===== src/rtl/trap_entry_pkg.sv =====
package trap_entry_pkg;

    // processor-state bit positions
    localparam int PS_AG   = 0;
    localparam int PS_PRIV = 2;
    localparam int PS_PEF  = 4;
    localparam int PS_RED  = 5;
    localparam int PS_MG   = 10;
    localparam int PS_IG   = 11;
    localparam logic [11:0] PS_SAVE_MASK = 12'hF3F;

    // trap type codes the controller decodes
    localparam logic [8:0] TT_INTVEC    = 9'h060;
    localparam logic [8:0] TT_IACCESS   = 9'h008;
    localparam logic [8:0] TT_DACCESS   = 9'h030;
    localparam logic [8:0] TT_MMU_LO    = 9'h064;
    localparam logic [8:0] TT_MMU_HI    = 9'h06F;
    localparam logic [8:0] TT_CLEANWIN  = 9'h024;
    localparam logic [8:0] TT_CLASS_MSK = 9'h1C0;
    localparam logic [8:0] TT_SPILL     = 9'h080;
    localparam logic [8:0] TT_FILL      = 9'h0C0;

    localparam int TSTATE_W = 40;

    typedef enum logic [1:0] {GSET_ALT, GSET_MMU, GSET_INT} gset_e;
    typedef enum logic [1:0] {WIN_KEEP, WIN_CLEAN, WIN_SPILL, WIN_FILL} winop_e;

    typedef struct packed {
        logic [8:0]          tt;
        logic [63:0]         npc;
        logic [63:0]         pc;
        logic [TSTATE_W-1:0] tstate;
    } tframe_t;

    function automatic gset_e pick_gset(input logic [8:0] tt);
        if (tt == TT_INTVEC)
            return GSET_INT;
        if (tt == TT_IACCESS || tt == TT_DACCESS || (tt >= TT_MMU_LO && tt <= TT_MMU_HI))
            return GSET_MMU;
        return GSET_ALT;
    endfunction

    function automatic winop_e pick_winop(input logic [8:0] tt);
        if (tt == TT_CLEANWIN)                  return WIN_CLEAN;
        if ((tt & TT_CLASS_MSK) == TT_SPILL)    return WIN_SPILL;
        if ((tt & TT_CLASS_MSK) == TT_FILL)     return WIN_FILL;
        return WIN_KEEP;
    endfunction

    function automatic logic [11:0] build_pstate(input gset_e g, input logic red);
        logic [11:0] p;
        p = '0;
        p[PS_PEF]  = 1'b1;
        p[PS_PRIV] = 1'b1;
        p[PS_RED]  = red;
        case (g)
            GSET_INT: p[PS_IG] = 1'b1;
            GSET_MMU: p[PS_MG] = 1'b1;
            default:  p[PS_AG] = 1'b1;
        endcase
        return p;
    endfunction

    function automatic logic [TSTATE_W-1:0] pack_tstate(input logic [7:0] ccr,
                                                        input logic [7:0] asi,
                                                        input logic [11:0] ps,
                                                        input logic [7:0] cwp8);
        return {ccr, asi, 4'b0000, ps & PS_SAVE_MASK, cwp8};
    endfunction

endpackage


===== src/rtl/trap_level_calc.sv =====
module trap_level_calc #(
    parameter int MAXTL = 5,
    parameter int TLW   = 3
) (
    input  logic [TLW-1:0] cur_tl,
    output logic [TLW-1:0] nxt_tl,
    output logic           reject,
    output logic           red,
    output logic           nested
);
    always_comb begin
        reject = (cur_tl >= TLW'(MAXTL));
        nxt_tl = cur_tl + TLW'(1);
        red    = (cur_tl == TLW'(MAXTL - 1));
        nested = (cur_tl != '0);
    end
endmodule


===== src/rtl/trap_window_adj.sv =====
module trap_window_adj
    import trap_entry_pkg::*;
#(
    parameter int NWIN = 8,
    parameter int CWPW = 3
) (
    input  winop_e          op,
    input  logic [CWPW-1:0] cwp,
    input  logic [CWPW-1:0] cansave,
    output logic [CWPW-1:0] nxt_cwp
);
    localparam int SW = CWPW + 3;
    localparam bit POW2 = ((1 << CWPW) == NWIN);

    logic [SW-1:0] up_sum;
    logic [SW-1:0] dn_amt;
    logic [SW-1:0] dn_sum;
    logic [SW-1:0] sel_sum;

    always_comb begin
        up_sum = SW'(cwp) + SW'(1);
        dn_amt = (op == WIN_SPILL) ? (SW'(cansave) + SW'(2)) : SW'(1);
        dn_sum = SW'(cwp) + SW'(2 * NWIN) - dn_amt;
        case (op)
            WIN_FILL:             sel_sum = up_sum;
            WIN_CLEAN, WIN_SPILL: sel_sum = dn_sum;
            default:              sel_sum = SW'(cwp);
        endcase
    end

    generate
        if (POW2) begin : g_wrap_pow2
            assign nxt_cwp = sel_sum[CWPW-1:0];
        end else begin : g_wrap_mod
            logic [SW-1:0] rem;
            assign rem     = sel_sum % SW'(NWIN);
            assign nxt_cwp = rem[CWPW-1:0];
        end
    endgenerate
endmodule


===== src/rtl/trap_vector_gen.sv =====
module trap_vector_gen (
    input  logic [63:0] base,
    input  logic [8:0]  tt,
    input  logic        nested,
    output logic [63:0] vec,
    output logic [63:0] vec_next
);
    always_comb begin
        vec      = {base[63:15], nested, tt, 5'b00000};
        vec_next = vec + 64'd4;
    end
endmodule


===== src/rtl/trap_stack.sv =====
module trap_stack
    import trap_entry_pkg::*;
#(
    parameter int DEPTH = 6,
    parameter int IW    = 3
) (
    input  logic          clk,
    input  logic          rst,
    input  logic          wr_en,
    input  logic [IW-1:0] wr_idx,
    input  tframe_t       wr_data,
    input  logic [IW-1:0] rd_idx,
    output tframe_t       rd_data
);
    tframe_t slots [DEPTH];

    always_ff @(posedge clk) begin
        if (rst) begin
            for (int i = 0; i < DEPTH; i++) slots[i] <= '0;
        end else if (wr_en && int'(wr_idx) < DEPTH) begin
            slots[wr_idx] <= wr_data;
        end
    end

    always_comb begin
        rd_data = '0;
        for (int i = 0; i < DEPTH; i++)
            if (int'(rd_idx) == i) rd_data = slots[i];
    end
endmodule


===== src/rtl/trap_entry_ctrl.sv =====
module trap_entry_ctrl
    import trap_entry_pkg::*;
#(
    parameter int MAXTL = 5,
    parameter int NWIN  = 8,
    localparam int TLW  = $clog2(MAXTL + 1),
    localparam int CWPW = $clog2(NWIN)
) (
    input  logic            clk,
    input  logic            rst,
    input  logic            trap_req,
    input  logic [8:0]      trap_type,
    input  logic [63:0]     cur_pc,
    input  logic [63:0]     cur_npc,
    input  logic [TLW-1:0]  cur_tl,
    input  logic [11:0]     cur_pstate,
    input  logic [7:0]      cur_asi,
    input  logic [7:0]      cur_ccr,
    input  logic [CWPW-1:0] cur_cwp,
    input  logic [CWPW-1:0] cur_cansave,
    input  logic [63:0]     trap_base,
    input  logic [TLW-1:0]  rd_idx,
    output logic            done,
    output logic            err,
    output logic [TLW-1:0]  tl_o,
    output logic [11:0]     pstate_o,
    output logic [CWPW-1:0] cwp_o,
    output logic [63:0]     pc_o,
    output logic [63:0]     npc_o,
    output logic [39:0]     rd_tstate,
    output logic [63:0]     rd_pc,
    output logic [63:0]     rd_npc,
    output logic [8:0]      rd_tt
);
    localparam int DEPTH = MAXTL + 1;

    logic [TLW-1:0]  nxt_tl;
    logic            reject, red, nested, accept;
    logic [CWPW-1:0] nxt_cwp;
    logic [63:0]     vec, vec_next;
    logic [11:0]     ps_for_save;
    tframe_t         frame, rd_frame;
    gset_e           gsel;
    winop_e          wop;

    assign gsel   = pick_gset(trap_type);
    assign wop    = pick_winop(trap_type);
    assign accept = trap_req && !reject;

    trap_level_calc #(.MAXTL(MAXTL), .TLW(TLW)) u_level (
        .cur_tl (cur_tl),
        .nxt_tl (nxt_tl),
        .reject (reject),
        .red    (red),
        .nested (nested)
    );

    trap_window_adj #(.NWIN(NWIN), .CWPW(CWPW)) u_win (
        .op      (wop),
        .cwp     (cur_cwp),
        .cansave (cur_cansave),
        .nxt_cwp (nxt_cwp)
    );

    trap_vector_gen u_vec (
        .base     (trap_base),
        .tt       (trap_type),
        .nested   (nested),
        .vec      (vec),
        .vec_next (vec_next)
    );

    always_comb begin
        ps_for_save         = cur_pstate;
        ps_for_save[PS_RED] = cur_pstate[PS_RED] | red;
        frame.tstate = pack_tstate(cur_ccr, cur_asi, ps_for_save, 8'(cur_cwp));
        frame.pc     = cur_pc;
        frame.npc    = cur_npc;
        frame.tt     = trap_type;
    end

    trap_stack #(.DEPTH(DEPTH), .IW(TLW)) u_stack (
        .clk     (clk),
        .rst     (rst),
        .wr_en   (accept),
        .wr_idx  (nxt_tl),
        .wr_data (frame),
        .rd_idx  (rd_idx),
        .rd_data (rd_frame)
    );

    always_ff @(posedge clk) begin
        if (rst) begin
            done     <= 1'b0;
            err      <= 1'b0;
            tl_o     <= '0;
            pstate_o <= '0;
            cwp_o    <= '0;
            pc_o     <= '0;
            npc_o    <= '0;
        end else begin
            done <= accept;
            err  <= trap_req && reject;
            if (accept) begin
                tl_o     <= nxt_tl;
                pstate_o <= build_pstate(gsel, red);
                cwp_o    <= nxt_cwp;
                pc_o     <= vec;
                npc_o    <= vec_next;
            end
        end
    end

    assign rd_tstate = rd_frame.tstate;
    assign rd_pc     = rd_frame.pc;
    assign rd_npc    = rd_frame.npc;
    assign rd_tt     = rd_frame.tt;
endmodule


===== config.mk =====
export PLATFORM = sky130hd
export DESIGN_NAME = trap_entry_ctrl
export DESIGN_NICKNAME = d
export VERILOG_FILES = /design/src/rtl/trap_entry_pkg.sv /design/src/rtl/trap_level_calc.sv /design/src/rtl/trap_window_adj.sv /design/src/rtl/trap_vector_gen.sv /design/src/rtl/trap_stack.sv /design/src/rtl/trap_entry_ctrl.sv
export SDC_FILE = /design/constraint.sdc
export NUM_CORES = 1
export LEC_CHECK = 0
export BUFFER_PORTS_ARGS = -buffer_cell sky130_fd_sc_hd__buf_4
export CAP_MARGIN = 20
export CORE_MARGIN = 4
export CORE_UTILIZATION = 39
export CTS_CLUSTER_SIZE = 24
export DETAILED_ROUTE_END_ITERATION = 7
export GPL_TIMING_DRIVEN = 0
export PLACE_DENSITY_LB_ADDON = 0.12
export SYNTH_ARGS = -nofsm -noshare
export SYNTH_HDL_FRONTEND = slang
export SYNTH_HIERARCHICAL = 1
export SYNTH_SLANG_ARGS = --single-unit

===== constraint.sdc =====
create_clock -name clk -period 7.27 [get_ports clk]
set_clock_uncertainty 0.1 [all_clocks]
set_input_delay 0.3635 -clock clk [delete_from_list [all_inputs] [get_ports clk]]
set_output_delay 0.3635 -clock clk [all_outputs]
set_load 0.005 [all_outputs]

Word-level counts from Yosys, hierarchy flattened
Memories as Yosys holds them, arrays and structs flattened.
Cells that the tools add are included.
Word-level totals
  register bits: 137
  bits in writable memories: 996
  input bits: 244
  memories: 1
Operators by class
  $add $sub $neg: 6
  $lt $le $gt $ge: 4
  eq/ne operators: 17
  muxes and demuxes: 38
  bitwise operators: 1
  reductions and logical operators: 12
Memory list
  u_stack.slots: depth 6, bits a word 166, read ports 6, clocked after memory_dff 0, wr ports 6, line trap_stack.sv:15  | tframe_t slots [DEPTH];
Operators by type and width (count)
  2-to-1 mux 177 bit: 6
  2-to-1 mux 166 bit: 1
  OR reduction 166 bit: 1
  adder 64 x 3 -> 64 bit (second input constant): 1
  2-to-1 mux 2 bit: 10
  == test 9 x 6 -> 1 bit (second input constant): 2
  2-to-1 mux 1 bit: 18
  == test 3 bit (second input constant): 5
  adder 3 x 1 -> 3 bit (second input constant): 3
  == test 3 x 2 -> 1 bit (second input constant): 3
  == test 9 x 4 -> 1 bit (second input constant): 1
  == test 9 x 7 -> 1 bit (second input constant): 1
  greater-or-equal comparator 9 x 7 -> 1 bit (second input constant): 1
  less-or-equal comparator 9 x 7 -> 1 bit (second input constant): 1
  == test 2 bit (second input constant): 3
  2-to-1 mux 3 bit: 2
  case mux 3 bit (2 select lines): 1
  == test 2 x 1 -> 1 bit (second input constant): 2
  logical AND 1 bit: 4
  OR reduction 2 bit: 2
  adder 3 x 2 -> 3 bit (second input constant): 1
  greater-or-equal comparator 3 bit (second input constant): 1
  zero test 3 bit: 1
  less-than comparator 3 bit (second input constant): 1
  5 further kinds: 6

Longest topological paths before layout
  word-level depth: 12
  depth in mapped cells: 16
  mapped depth without buffers: 16

By module
The synthesis kept the hierarchy.
Modules (own cells, without submodules)
  trap_stack: instances 1, cells an instance 3539, area an instance 45483.6 µm²
  trap_entry_ctrl: instances 1, cells an instance 633, area an instance 4961.0 µm²
  trap_vector_gen: instances 1, cells an instance 130, area an instance 968.4 µm²
  trap_window_adj: instances 1, cells an instance 29, area an instance 217.7 µm²
  trap_level_calc: instances 1, cells an instance 9, area an instance 75.1 µm²

Least setup slack after synthesis
Ideal clock, no wire load.
  path kind: input-to-reg
  start: in cur_tl[1]
  end: mem u_stack/slots[2][0] (netlist bit) (enable)
  setup time: 0.569 ns
  data arrival time: 6.047 ns
  slack: 0.554 ns
  stages on the path: 10
  path through: inv_1 -> ha_1 -> o31a_1 -> nand2b_1 -> buf_2 -> inv_2 -> clkbuf_1 -> nor3b_4 -> nand3b_2 -> nand2b_1
RTL lines
  start: declaration: line trap_entry_ctrl.sv:15  | input logic [TLW-1:0] cur_tl,
  end: declaration: line trap_stack.sv:15

==> results.md <==
Worst setup path:
- The highest fanout seen on the critical path is 42.
- The type of element capturing the critical path is a flip-flop.
- The critical path data required time is 7.59 ns.
- Data arrives at the worst endpoint at 5.01 ns.
- The class of the most critical setup path is in2reg.
- The worst setup path is launched from an input pin.

Finish:
- The share of layout cells above drive strength 1 is 22.6%.
- The final layout contains 5466 nets.
- The area growth from synthesis to layout is 24.7%.
- The count of placed standard cells in the final layout, fillers left out is 7068.
- At the end of the flow the core is filled with cells to 49.0%.
- The number of fill cells in the layout is 12.0k.
- The finished layout cell area is 64500 um2.

STA:
- On the final layout, the worst hold slack is 0.0499 ns.
- Timing would allow up to 0.213 GHz.
- The ratio of final minimum period to clock period is 64.4%.
- The setup-violating endpoint count in the final report is 0.
- The setup TNS is 0 ns.
- The count of endpoints failing hold in the final timing report is 0.
- The shortest clock period the worst path allows after layout is 4.68 ns.
- The worst relative slew slack is 37.4%.
- Setup repair after global routing left no endpoint under its margin.
- The final count of pins violating max slew came to 0.
- At the pin with the least slew margin, the transition time is 0.940 ns.

Power and ir drop:
- The analysis attributes to cell leakage a power of 23.5 nW.
- Internal power comes to 12.4 mW.
- For this design the total switching power over the nets is 3.96 mW.
- Sequential cells burn 49.1% of the power.
- The worst ir drop on vdd is 0.232 mV.
- Net switching is 24.1% of the power.
- The portion of total power attributed to combinational logic is 11.1%.
- In this run the power density over the cells is 255 nW/um2.
- The clock network is responsible for 39.7% of the overall power.

Floorplan:
- The I/O pin total is 569.
- From left edge to right edge, the die measures 372 um.
- The number of core rows is 133.
- In this run the vertical extent of the chip is 372 um.
- The core box area is 132000 um2.
- The initial standard-cell utilization of the core is 39.3%.
- The full die area is 138000 um2.

Synth:
- In the synthesized netlist, the cells that appear most often are 1062 x sky130_fd_sc_hd__edfxtp_1, 892 x sky130_fd_sc_hd__nor2_1, 275 x sky130_fd_sc_hd__nand2_1.
- Averaged over all synthesized cells, the footprint is 11.9 um2.
- For this run, asynchronously set or reset flops after synthesis account for 0%.
- The count of flip-flops with a built-in enable after synthesis is 1062.
- The distinct cell type count of the synthesized netlist is 48.
- In this run the cell area of the synthesized design comes to 51700 um2.
- The gate count after technology mapping is 4340.
- After synthesis, the cell types taking the most area are sky130_fd_sc_hd__edfxtp_1 62%, sky130_fd_sc_hd__nor2_1 6.5%, sky130_fd_sc_hd__dfxtp_1 5.5%.
- The sequential fraction of the synthesis area is 67.1%.
- The synthesized design contains 1203 register bits.
- sky130_fd_sc_hd__edfxtp_1 is the most common cell in the netlist.
- sky130_fd_sc_hd__edfxtp_1 takes more of the synthesized area than any other cell.
- After synthesis, the largest area contributor takes up 61.7% of total cell area.
- The main flop type after synthesis is sky130_fd_sc_hd__edfxtp_1.
- The Yosys step of the flow raised 6 warnings.

Place:
- The standard cell area after detailed placement is 58400 um2.
- The placed instance count is 6639.
- The placer congestion estimate is 0.813.
- The placed wire-length estimate after detailed placement is 115000 um.
- Port buffering added 494 buffers.

Detailed routing:
- The count of nets left with antenna violations once routing finished came out at 0.
- Dividing the detail-routed wire length by the instance count gives 24.5 um.
- The first TritonRoute pass finished after 6 iterations.
- The count of vias placed by the detailed router is 38.2k.
- In the routed layout, each cell is associated on average with a via count of 5.40.
- The final routed DRC violation total is 0.
- The first routing iteration left 3636 violations.
- The sum of routed wire length over all layers is 173000 um.

CTS:
- The latest clock arrival within the worst-skew pair is 0.76 ns.
- The clock root buffer master is sky130_fd_sc_hd__clkbuf_16.
- TritonCTS built the clock tree.
- The deepest level of the CTS H-tree is 4.
- The buffer count from post-CTS setup fixing is 0.
- The clock passes through at most 3 buffers.
- Clock tree synthesis inserted a total of 135 buffers.
- The clock sink count is 1203.
- The CTS clock-pin slew for the worst setup and hold paths is 0.06 ns.

Global routing:
- Entering global routing, the biggest net connects 53 pins.
- The via count of the first global-routing pass came to 37.9k.
- The first global-routing pass estimated 252000 um of wire.
- The total track usage is 24.6%.
- The sum of overflow across all layers after global routing is 0.
- The number of antenna violations at the first check in global routing was 10.

Job:
- The tool flagged a number of max-cap violations equal to 0.

Run status:
- The run finished with clean final reports.

Min path:
- In this run the worst hold path is classified as in2reg.
metal layers:
metal  vias up  wire (um)  GRT usage [%]
li1      17498          -              -
met1     19026      73100           33.6
met2      1429      81900           39.7
met3       228      14100           5.35
met4         2       4060           6.75
met5         -         18              0
cell usage in the layout (no fill, tap or decap), drive strengths merged, types with 178 or more instances in the layout:
master       netlist  routed
nor2             892     892
edfxtp          1062    1062
o32ai            178     178
nand2            276     276
o21ai            178     178
dlygate4sd3        0     192
a221oi           178     178
clkbuf           188     369
nand3            182     182
inv              189     194
buf              327     847
mux2             178     178
per-stage QoR:
stage	total power [mW]	worst slack, ns
2_1_floorplan	9.09	0.554
3_3_place_gp	10.0	-4.21
3_5_place_dp	9.96	2.38
4_1_cts	16.6	2.54
5_1_grt	17.0	2.33
6_report	16.4	2.59
state kept, by name, indices dropped and copies added, names as in the netlist:
signal         cells
pc_o              64
u_stack/slots   1062
npc_o             64
tl_o               3
pstate_o           5
err                1
done               1
cwp_o              3
area by class of cell:
type	instances	area [um2]	area share, %
Timing Repair Buffer	712	6260	9.71
Multi-Input combinational cell	2456	13700	21.3
Buffer	515	2690	4.18
Antenna cell	2	5.00	0.00776
Tap cell	1755	2200	3.41
Inverter	190	713	1.11
Clock buffer	181	3690	5.72
Sequential cell	1203	34700	53.9
Clock inverter	54	463	0.718
power groups by stage:
stage	combinational (mW)	sequential [mW]	clock, mW
after floorplan	0.854	8.23	0
after global placement	1.70	8.30	0
after detailed placement	1.75	8.20	0
after CTS	1.85	8.06	6.67
after global routing	1.97	8.10	6.97
final	1.83	8.06	6.52
worst max-delay path, stage by stage:
cell,delay [ns]
sky130_fd_sc_hd__dlygate4sd3_1,0.57
sky130_fd_sc_hd__buf_4,0.13
sky130_fd_sc_hd__inv_1,0.05
sky130_fd_sc_hd__ha_1,0.17
sky130_fd_sc_hd__o31a_1,0.32
sky130_fd_sc_hd__nand2b_1,0.15
sky130_fd_sc_hd__buf_2,0.17
sky130_fd_sc_hd__inv_2,0.07
sky130_fd_sc_hd__clkbuf_1,0.56
sky130_fd_sc_hd__nor3b_4,0.43
sky130_fd_sc_hd__nand3_2,0.43
sky130_fd_sc_hd__nand2b_4,0.59
sky130_fd_sc_hd__buf_16,0.30
sky130_fd_sc_hd__buf_16,0.29
sky130_fd_sc_hd__buf_16,0.30
cell families after synthesis:
logic type | synth area share [%]
mux | 3.88
fa+ha+maj | 0.232
other cells | 0.0218
compound gates | 11.4
flops | 67.1
buf+inv | 6.58
xor+xnor | 0.0339
simple gates | 10.7
worst paths after layout:
| path | cells after the start | startpoint | slack, ns | end |
|---|---|---|---|---|
| max | 15 | cur_tl[1] | 2.59 | u_stack/slots[3][90] |
| min | 3 | cur_npc[62] | 0.05 | u_stack/slots[5][166] |
| max reg2reg | 3 | pstate_o[10] | 6.03 | pstate_o[10] |
| min reg2reg | 2 | npc_o[27] | 0.35 | npc_o[27] |
repair_timing:
item                      4_1_cts  5_1_grt
resized for setup               0        0
hold buffers                  192        0
hold endpoints to repair      402        0
No activity file was read; power rests on OpenSTA's default activity.
